File: src/rtl/aud_rx_pkg.sv
package aud_rx_pkg;

    typedef enum logic [2:0] {
        FMT_STD       = 3'd0,
        FMT_LEFT      = 3'd1,
        FMT_RIGHT     = 3'd2,
        FMT_TDM_SQ    = 3'd3,
        FMT_TDM_PULSE = 3'd4
    } fmt_e;

    // Frame-starting edge before inversion: 1 = rising, 0 = falling.
    function automatic logic starts_on_rise(input fmt_e f);
        case (f)
            FMT_STD, FMT_TDM_SQ: return 1'b0;
            default:             return 1'b1;
        endcase
    endfunction

    function automatic logic slot_format(input fmt_e f);
        return (f == FMT_TDM_SQ) || (f == FMT_TDM_PULSE);
    endfunction

    function automatic logic [5:0] right_width(input logic [1:0] sel);
        case (sel)
            2'd0:    return 6'd24;
            2'd1:    return 6'd20;
            2'd2:    return 6'd18;
            default: return 6'd16;
        endcase
    endfunction

endpackage

File: src/rtl/aud_rx_sync.sv
module aud_rx_sync #(
    parameter int STAGES = 2
) (
    input  logic clk_i,
    input  logic rst_ni,
    input  logic bclk_i,
    input  logic lrclk_i,
    input  logic sdata_i,
    output logic bit_stb_o,
    output logic lr_o,
    output logic sd_o
);

    typedef struct packed {
        logic [STAGES-1:0] bclk;
        logic [STAGES-1:0] lr;
        logic [STAGES-1:0] sd;
        logic              bclk_prev;
    } sync_t;

    sync_t sync_d, sync_q;

    always_comb begin
        sync_d           = sync_q;
        sync_d.bclk      = {sync_q.bclk[STAGES-2:0], bclk_i};
        sync_d.lr        = {sync_q.lr[STAGES-2:0], lrclk_i};
        sync_d.sd        = {sync_q.sd[STAGES-2:0], sdata_i};
        sync_d.bclk_prev = sync_q.bclk[STAGES-1];
    end

    always_ff @(posedge clk_i or negedge rst_ni) begin
        if (!rst_ni) begin
            sync_q <= '0;
        end else begin
            sync_q <= sync_d;
        end
    end

    assign bit_stb_o = sync_q.bclk[STAGES-1] & ~sync_q.bclk_prev;
    assign lr_o      = sync_q.lr[STAGES-1];
    assign sd_o      = sync_q.sd[STAGES-1];

endmodule

File: src/rtl/aud_rx_framer.sv
module aud_rx_framer
    import aud_rx_pkg::*;
#(
    parameter int CNT_W = 8
) (
    input  logic       clk_i,
    input  logic       rst_ni,
    input  logic       bit_stb_i,
    input  logic       lr_i,
    input  fmt_e       fmt_i,
    input  logic       lr_invert_i,
    output logic       bound_o,
    output logic       emit_o,
    output logic [1:0] slot_o
);

    localparam logic [CNT_W-1:0] CNT_MAX = '1;

    typedef struct packed {
        logic             primed;
        logic             lr_prev;
        logic             locked;
        logic             len_ok;
        logic [CNT_W-1:0] bitcnt;
        logic [CNT_W-1:0] frame_len;
        logic [1:0]       slot;
    } frm_t;

    frm_t frm_d, frm_q;

    logic             on_rise, tdm, rise, fall, lead, mid;
    logic [CNT_W-1:0] quarter, next_idx;
    logic [CNT_W+1:0] thresh;

    always_comb begin
        frm_d    = frm_q;
        bound_o  = 1'b0;
        emit_o   = 1'b0;
        slot_o   = frm_q.slot;

        on_rise  = starts_on_rise(fmt_i) ^ lr_invert_i;
        tdm      = slot_format(fmt_i);
        rise     = frm_q.primed & lr_i & ~frm_q.lr_prev;
        fall     = frm_q.primed & ~lr_i & frm_q.lr_prev;
        lead     = on_rise ? rise : fall;
        mid      = on_rise ? fall : rise;
        quarter  = frm_q.frame_len >> 2;
        next_idx = (frm_q.bitcnt == CNT_MAX) ? frm_q.bitcnt : frm_q.bitcnt + 1'b1;

        case (frm_q.slot)
            2'd0:    thresh = {2'b00, quarter};
            2'd1:    thresh = {1'b0, quarter, 1'b0};
            default: thresh = {2'b00, quarter} + {1'b0, quarter, 1'b0};
        endcase

        if (bit_stb_i) begin
            frm_d.primed  = 1'b1;
            frm_d.lr_prev = lr_i;
            frm_d.bitcnt  = next_idx;
            if (lead) begin
                bound_o         = 1'b1;
                emit_o          = frm_q.locked & (~tdm | frm_q.len_ok);
                frm_d.locked    = 1'b1;
                frm_d.len_ok    = frm_q.locked & tdm;
                frm_d.frame_len = next_idx;
                frm_d.bitcnt    = '0;
                frm_d.slot      = 2'd0;
            end else if (!tdm && mid && frm_q.locked && frm_q.slot == 2'd0) begin
                bound_o    = 1'b1;
                emit_o     = 1'b1;
                frm_d.slot = 2'd1;
            end else if (tdm && frm_q.len_ok && frm_q.slot != 2'd3 &&
                         {2'b00, next_idx} == thresh) begin
                bound_o    = 1'b1;
                emit_o     = 1'b1;
                frm_d.slot = frm_q.slot + 2'd1;
            end
        end
    end

    always_ff @(posedge clk_i or negedge rst_ni) begin
        if (!rst_ni) begin
            frm_q <= '0;
        end else begin
            frm_q <= frm_d;
        end
    end

endmodule

File: src/rtl/aud_rx_assemble.sv
module aud_rx_assemble
    import aud_rx_pkg::*;
#(
    parameter int WORD_W = 24,
    parameter int CNT_W  = 8
) (
    input  logic              clk_i,
    input  logic              rst_ni,
    input  logic              bit_stb_i,
    input  logic              sd_i,
    input  logic              bound_i,
    input  logic              emit_i,
    input  logic [1:0]        slot_i,
    input  fmt_e              fmt_i,
    input  logic [4:0]        data_dly_i,
    input  logic [1:0]        rj_len_i,
    output logic [WORD_W-1:0] word_o,
    output logic [1:0]        chan_o,
    output logic              valid_o
);

    localparam int               IDX_W   = $clog2(WORD_W);
    localparam logic [CNT_W-1:0] CNT_MAX = '1;
    localparam logic [CNT_W-1:0] TOP_BIT = CNT_W'(WORD_W - 1);
    localparam logic [CNT_W-1:0] WLIM    = CNT_W'(WORD_W);

    typedef struct packed {
        logic [WORD_W-1:0] acc;
        logic [WORD_W-1:0] shr;
        logic [CNT_W-1:0]  pos;
        logic [WORD_W-1:0] word;
        logic [1:0]        chan;
        logic              valid;
    } asm_t;

    asm_t asm_d, asm_q;

    logic [5:0]        rj_w, rj_shift;
    logic [WORD_W-1:0] rj_mask, rj_word, acc_base, shr_base;
    logic [CNT_W-1:0]  pos_base, dly, rel, idx_full;
    logic [IDX_W-1:0]  bit_idx;

    always_comb begin
        asm_d       = asm_q;
        asm_d.valid = 1'b0;

        rj_w     = right_width(rj_len_i);
        rj_shift = 6'(WORD_W) - rj_w;
        rj_mask  = ~({WORD_W{1'b1}} << rj_w);
        rj_word  = (asm_q.shr & rj_mask) << rj_shift;

        pos_base = bound_i ? '0 : asm_q.pos;
        acc_base = bound_i ? '0 : asm_q.acc;
        shr_base = bound_i ? '0 : asm_q.shr;
        dly      = CNT_W'(data_dly_i);
        rel      = pos_base - dly;
        idx_full = TOP_BIT - rel;
        bit_idx  = idx_full[IDX_W-1:0];

        if (bit_stb_i) begin
            if (bound_i && emit_i) begin
                asm_d.word  = (fmt_i == FMT_RIGHT) ? rj_word : asm_q.acc;
                asm_d.chan  = slot_i;
                asm_d.valid = 1'b1;
            end
            if (pos_base >= dly && rel < WLIM) begin
                acc_base[bit_idx] = sd_i;
            end
            asm_d.acc = acc_base;
            asm_d.shr = {shr_base[WORD_W-2:0], sd_i};
            asm_d.pos = (pos_base == CNT_MAX) ? pos_base : pos_base + 1'b1;
        end
    end

    always_ff @(posedge clk_i or negedge rst_ni) begin
        if (!rst_ni) begin
            asm_q <= '0;
        end else begin
            asm_q <= asm_d;
        end
    end

    assign word_o  = asm_q.word;
    assign chan_o  = asm_q.chan;
    assign valid_o = asm_q.valid;

endmodule

File: src/rtl/aud_serial_rx.sv
module aud_serial_rx
    import aud_rx_pkg::*;
#(
    parameter int WORD_W      = 24,
    parameter int CNT_W       = 8,
    parameter int SYNC_STAGES = 2
) (
    input  logic              clk_i,
    input  logic              rst_ni,
    input  logic              bclk_i,
    input  logic              lrclk_i,
    input  logic              sdata_i,
    input  logic [2:0]        fmt_i,
    input  logic              lr_invert_i,
    input  logic [4:0]        data_dly_i,
    input  logic [1:0]        rj_len_i,
    output logic [WORD_W-1:0] word_o,
    output logic [1:0]        chan_o,
    output logic              valid_o
);

    fmt_e       fmt;
    logic       bit_stb, lr_s, sd_s, bound, emit;
    logic [1:0] slot;

    assign fmt = fmt_e'(fmt_i);

    aud_rx_sync #(.STAGES(SYNC_STAGES)) u_sync (
        .clk_i     (clk_i),
        .rst_ni    (rst_ni),
        .bclk_i    (bclk_i),
        .lrclk_i   (lrclk_i),
        .sdata_i   (sdata_i),
        .bit_stb_o (bit_stb),
        .lr_o      (lr_s),
        .sd_o      (sd_s)
    );

    aud_rx_framer #(.CNT_W(CNT_W)) u_framer (
        .clk_i       (clk_i),
        .rst_ni      (rst_ni),
        .bit_stb_i   (bit_stb),
        .lr_i        (lr_s),
        .fmt_i       (fmt),
        .lr_invert_i (lr_invert_i),
        .bound_o     (bound),
        .emit_o      (emit),
        .slot_o      (slot)
    );

    aud_rx_assemble #(.WORD_W(WORD_W), .CNT_W(CNT_W)) u_assemble (
        .clk_i      (clk_i),
        .rst_ni     (rst_ni),
        .bit_stb_i  (bit_stb),
        .sd_i       (sd_s),
        .bound_i    (bound),
        .emit_i     (emit),
        .slot_i     (slot),
        .fmt_i      (fmt),
        .data_dly_i (data_dly_i),
        .rj_len_i   (rj_len_i),
        .word_o     (word_o),
        .chan_o     (chan_o),
        .valid_o    (valid_o)
    );

endmodule

File: config.mk
export PLATFORM = sky130hd
export DESIGN_NAME = aud_serial_rx
export DESIGN_NICKNAME = d
export VERILOG_FILES = /design/src/rtl/aud_rx_pkg.sv /design/src/rtl/aud_rx_sync.sv /design/src/rtl/aud_rx_framer.sv /design/src/rtl/aud_rx_assemble.sv /design/src/rtl/aud_serial_rx.sv
export SDC_FILE = /design/constraint.sdc
export NUM_CORES = 1
export LEC_CHECK = 0
export ABC_CLOCK_PERIOD_IN_PS = 4800
export BUFFER_PORTS_ARGS = -buffer_cell sky130_fd_sc_hd__buf_2
export CORE_ASPECT_RATIO = 1.75
export CORE_MARGIN = 3
export CORE_UTILIZATION = 40
export CTS_CLUSTER_DIAMETER = 120
export DETAILED_ROUTE_END_ITERATION = 10
export GPL_TIMING_DRIVEN = 0
export SLEW_MARGIN = 10
export SYNTH_ARGS = -nofsm -noshare
export SYNTH_HDL_FRONTEND = slang
export SYNTH_SLANG_ARGS = --single-unit
File: constraint.sdc
create_clock -name clk_i -period 4.8 [get_ports clk_i]
set_clock_uncertainty 0.1 [all_clocks]
set_input_delay 0 -clock clk_i [delete_from_list [all_inputs] [get_ports clk_i]]
set_output_delay 0 -clock clk_i [all_outputs]
set_load 0.05 [all_outputs]
==> metrics <==
Synth Area per Inst=between 8 and 9 um2; DRT Pass-1 Iters=4; critical path type=reg2reg; RSZ-0062 raised after global routing=yes; run status=completed; Final Cycle Share=0.9948; port buffer count=41; Final Setup Violations=0; Initial Utilization=0.4128; Hold WC Path Type=in2async; synthesized netlist cell count=just over 800; post-DP HPWL=around 15 mm; Post-synth EDFFs=0; Startpoint Class=flop; Ports=43; ratio of cells with drive above 1 in the final layout=0.2242; clk_lat worst skew=between 0.3 and 0.4 ns; critical path capture point type=flop; CTS Buffer Depth=2; DP Area=around 7700 um2; die area=slightly below 20000 um2; Seq/Total Area, Yosys=0.3898; CTS clk-pin slew, worst paths=~0.080 ns; Final Hold Fails=0; DRT antenna net count=0; Root Driver=clkbuf_16; Syn Nets=about 860; DR iter-0 viols=310; via count=6138; Tmin final=about 4.8 ns; cell area after synthesis=7062 um2; first-pass GRT wire length=31.81 mm; VDD IR max=~0.29 mV; max cap viols=0; die height=181.8 um; Layout area overhead=21.47%; pwr/cell area=417.4 nW/um2; Final Core Density=0.5015; wire per inst=around 17 um; Slew HR=0.5379; Cell variety after synth=60; # clock sinks=110; Reg2Reg Depth=22; GRT overflow=0; Synth warnings=0; Total GRT Usage=0.2088; NumNets Final=roughly 950; FMAX=209.4 MHz; Worst Tran Pin Value=around 0.69 ns; floorplan row count=63; DRC viols=0; Placer Congestion=roughly 0.93; H-Tree Depth=3; Inserted Clock Buffers=9; initial antenna violation count=0; FFs w/ async S/R, synth=1.000; largest net degree at the start of global routing=69; die width=between 100 and 150 um; drt via density=approximately 5.4; Core Footprint=between 15000 and 20000 um2; crit path DAT=between 4 and 5 ns; # diodes=0; DRT Wirelength=around 20 mm; CTS tree=built; commonest non-fill, non-tap cell in the layout=nand2_1; leading cell types in the layout, fill and taps excluded=nand2_1 (147), dfrtp_1 (107), o21ai_0 (83); LEAKAGE=3.783 nW; final slew viol count=0; WP data required=approximately 5 ns; Final Cell Area=8578 um2; Seq cells post-synth=110; CP Max Fanout=5; top_reg_cell synth=dfrtp_1; vias in the first global route=roughly 6100
[Yosys cell counts (all sizes together) (3+ instances only)]
library cell,count,area [um2]
nand2b,5,31.28
nor2b,17,106.4
nand3b,7,52.55
and4,4,37.54
nand3,39,195.2
or3,5,31.28
and2,3,18.77
inv,22,82.58
nand2,150,563.0
a21o,8,60.06
a21boi,3,22.52
o21ai,92,460.4
ha,20,250.2
a31oi,4,25.02
a211oi,10,75.07
nor2,46,172.7
or4,3,26.27
o31ai,7,52.55
nor3,10,50.05
o211ai,4,62.56
a311oi,4,52.56
xnor2,3,26.28
and3b,6,52.55
clkbuf,40,150.1
nand4,9,56.30
mux2i,46,460.4
mux4,7,157.7
and3,6,37.54
a22oi,17,127.6
o22ai,3,18.77
xor2,11,96.34
a22o,4,35.03
buf,34,245.2
a21oi,34,170.2
dfrtp,110,2753
mux2,4,45.04
[through the flow]
step | hold WS, ns | setup WS, ns | TNS, ns | power, mW | std cells
detailed placement | -0.1514 | -1.050 | -24.04 | 2.541 | 1086
global route | 0.06130 | -0.1293 | -2.605 | 3.814 | 1137
CTS | 0.02790 | 0.01004 | 0 | 3.428 | 1130
global placement | 0.01034 | -1.025 | -23.34 | 2.520 | 1085
finish | 0.01856 | 0.02499 | 0 | 3.580 | 1137
floorplan | -0.3956 | -0.03107 | -0.4365 | 2.186 | 817
[report_power, final]
group	internal [mW]	total (mW)	switching, mW
sequential	1.05	1.19	0.139
combinational	0.694	1.68	0.987
clock	0.354	0.713	0.359
total	2.10	3.58	1.49
[worst max-delay path, cell delays in order (launching register included)]
cell      delay [ns]
dfrtp_2         0.43
buf_4           0.14
ha_1            0.29
a21oi_1         0.09
o211a_1         0.25
or4_4           0.52
and4_4          0.20
o211ai_4        0.21
buf_4           0.16
o21ai_4         0.07
nor2_4          0.19
buf_4           0.13
inv_1           0.04
fa_2            0.36
inv_2           0.09
a21oi_4         0.06
maj3_2          0.30
o211a_1         0.26
a311oi_4        0.21
buf_6           0.16
buf_4           0.14
nand3_1         0.10
mux2i_1         0.13
[final timing paths]
| path | from | end | slack (ns) |
|---|---|---|---|
| hold reg to reg | u_sync.sync_d[4]$_DFF_PN0_ | u_sync.lr_o$_DFF_PN0_ | 0.25 |
| setup / recovery | u_framer.frm_q[6]$_DFFE_PN0P_ | u_assemble.asm_q[70]$_DFFE_PN0P_ | 0.02 |
| min in group clk_i | fmt_i[1] | u_framer.frm_q[18]$_DFFE_PN0P_ | 0.10 |
| setup reg to reg | u_framer.frm_q[6]$_DFFE_PN0P_ | u_assemble.asm_q[70]$_DFFE_PN0P_ | 0.02 |
| hold / removal | rst_ni | u_assemble.valid_o$_DFF_PN0_ | 0.02 |
| max in group asynchronous | rst_ni | u_framer.frm_q[6]$_DFFE_PN0P_ | 3.84 |
[repair_timing]
| item | 4_1_cts | 5_1_grt |
|---|---|---|
| gates cloned | 2 | 0 |
| hold buffers | 6 | 0 |
| setup endpoints to repair | 24 | 24 |
| pin swaps | 10 | 12 |
| buffers inserted | 23 | 8 |
| resized for setup | 39 | 44 |
| hold endpoints to repair | 114 | 0 |
[layout make-up]
type / instances / area [um2]
flip-flops and latches: 110 / 2756
multi-input cells: 611 / 4193
repair buffers: 81 / 569.3
fillers: 1643 / 8527
clock buffers: 9 / 225.2
well taps: 227 / 284.0
clock inverters: 5 / 45.04
plain buffers: 72 / 422.9
inverters: 22 / 82.58
[registers in the layout (all words and copies together) (netlist names)]
register / count
u_assemble.asm_q: 56
u_assemble.chan_o: 2
u_assemble.valid_o: 1
u_assemble.word_o: 24
u_framer.frm_q: 18
u_framer.slot_o: 2
u_sync.lr_o: 1
u_sync.sd_o: 1
u_sync.sync_d: 4
u_sync.sync_q: 1
[layer usage]
layer	global-route usage	part of all wire
met1	0.2265	0.38
met4	0.1306	0.062
met3	0.02953	0.024
met2	0.3759	0.53
met5	0	0
[logic make-up (layout without fill, tap and decap cells)]
| kind of cell | Yosys count | in the layout | share of synthesized area |
|---|---|---|---|
| compound gates | 201 | 201 | 0.1797 |
| flops | 110 | 110 | 0.3898 |
| simple gates | 316 | 316 | 0.2089 |
| mux | 57 | 57 | 0.09390 |
| buf+inv | 96 | 189 | 0.06768 |
| xor+xnor | 14 | 14 | 0.01736 |
| fa+ha+maj | 23 | 23 | 0.04270 |
No activity file was read; power rests on OpenSTA's default activity.
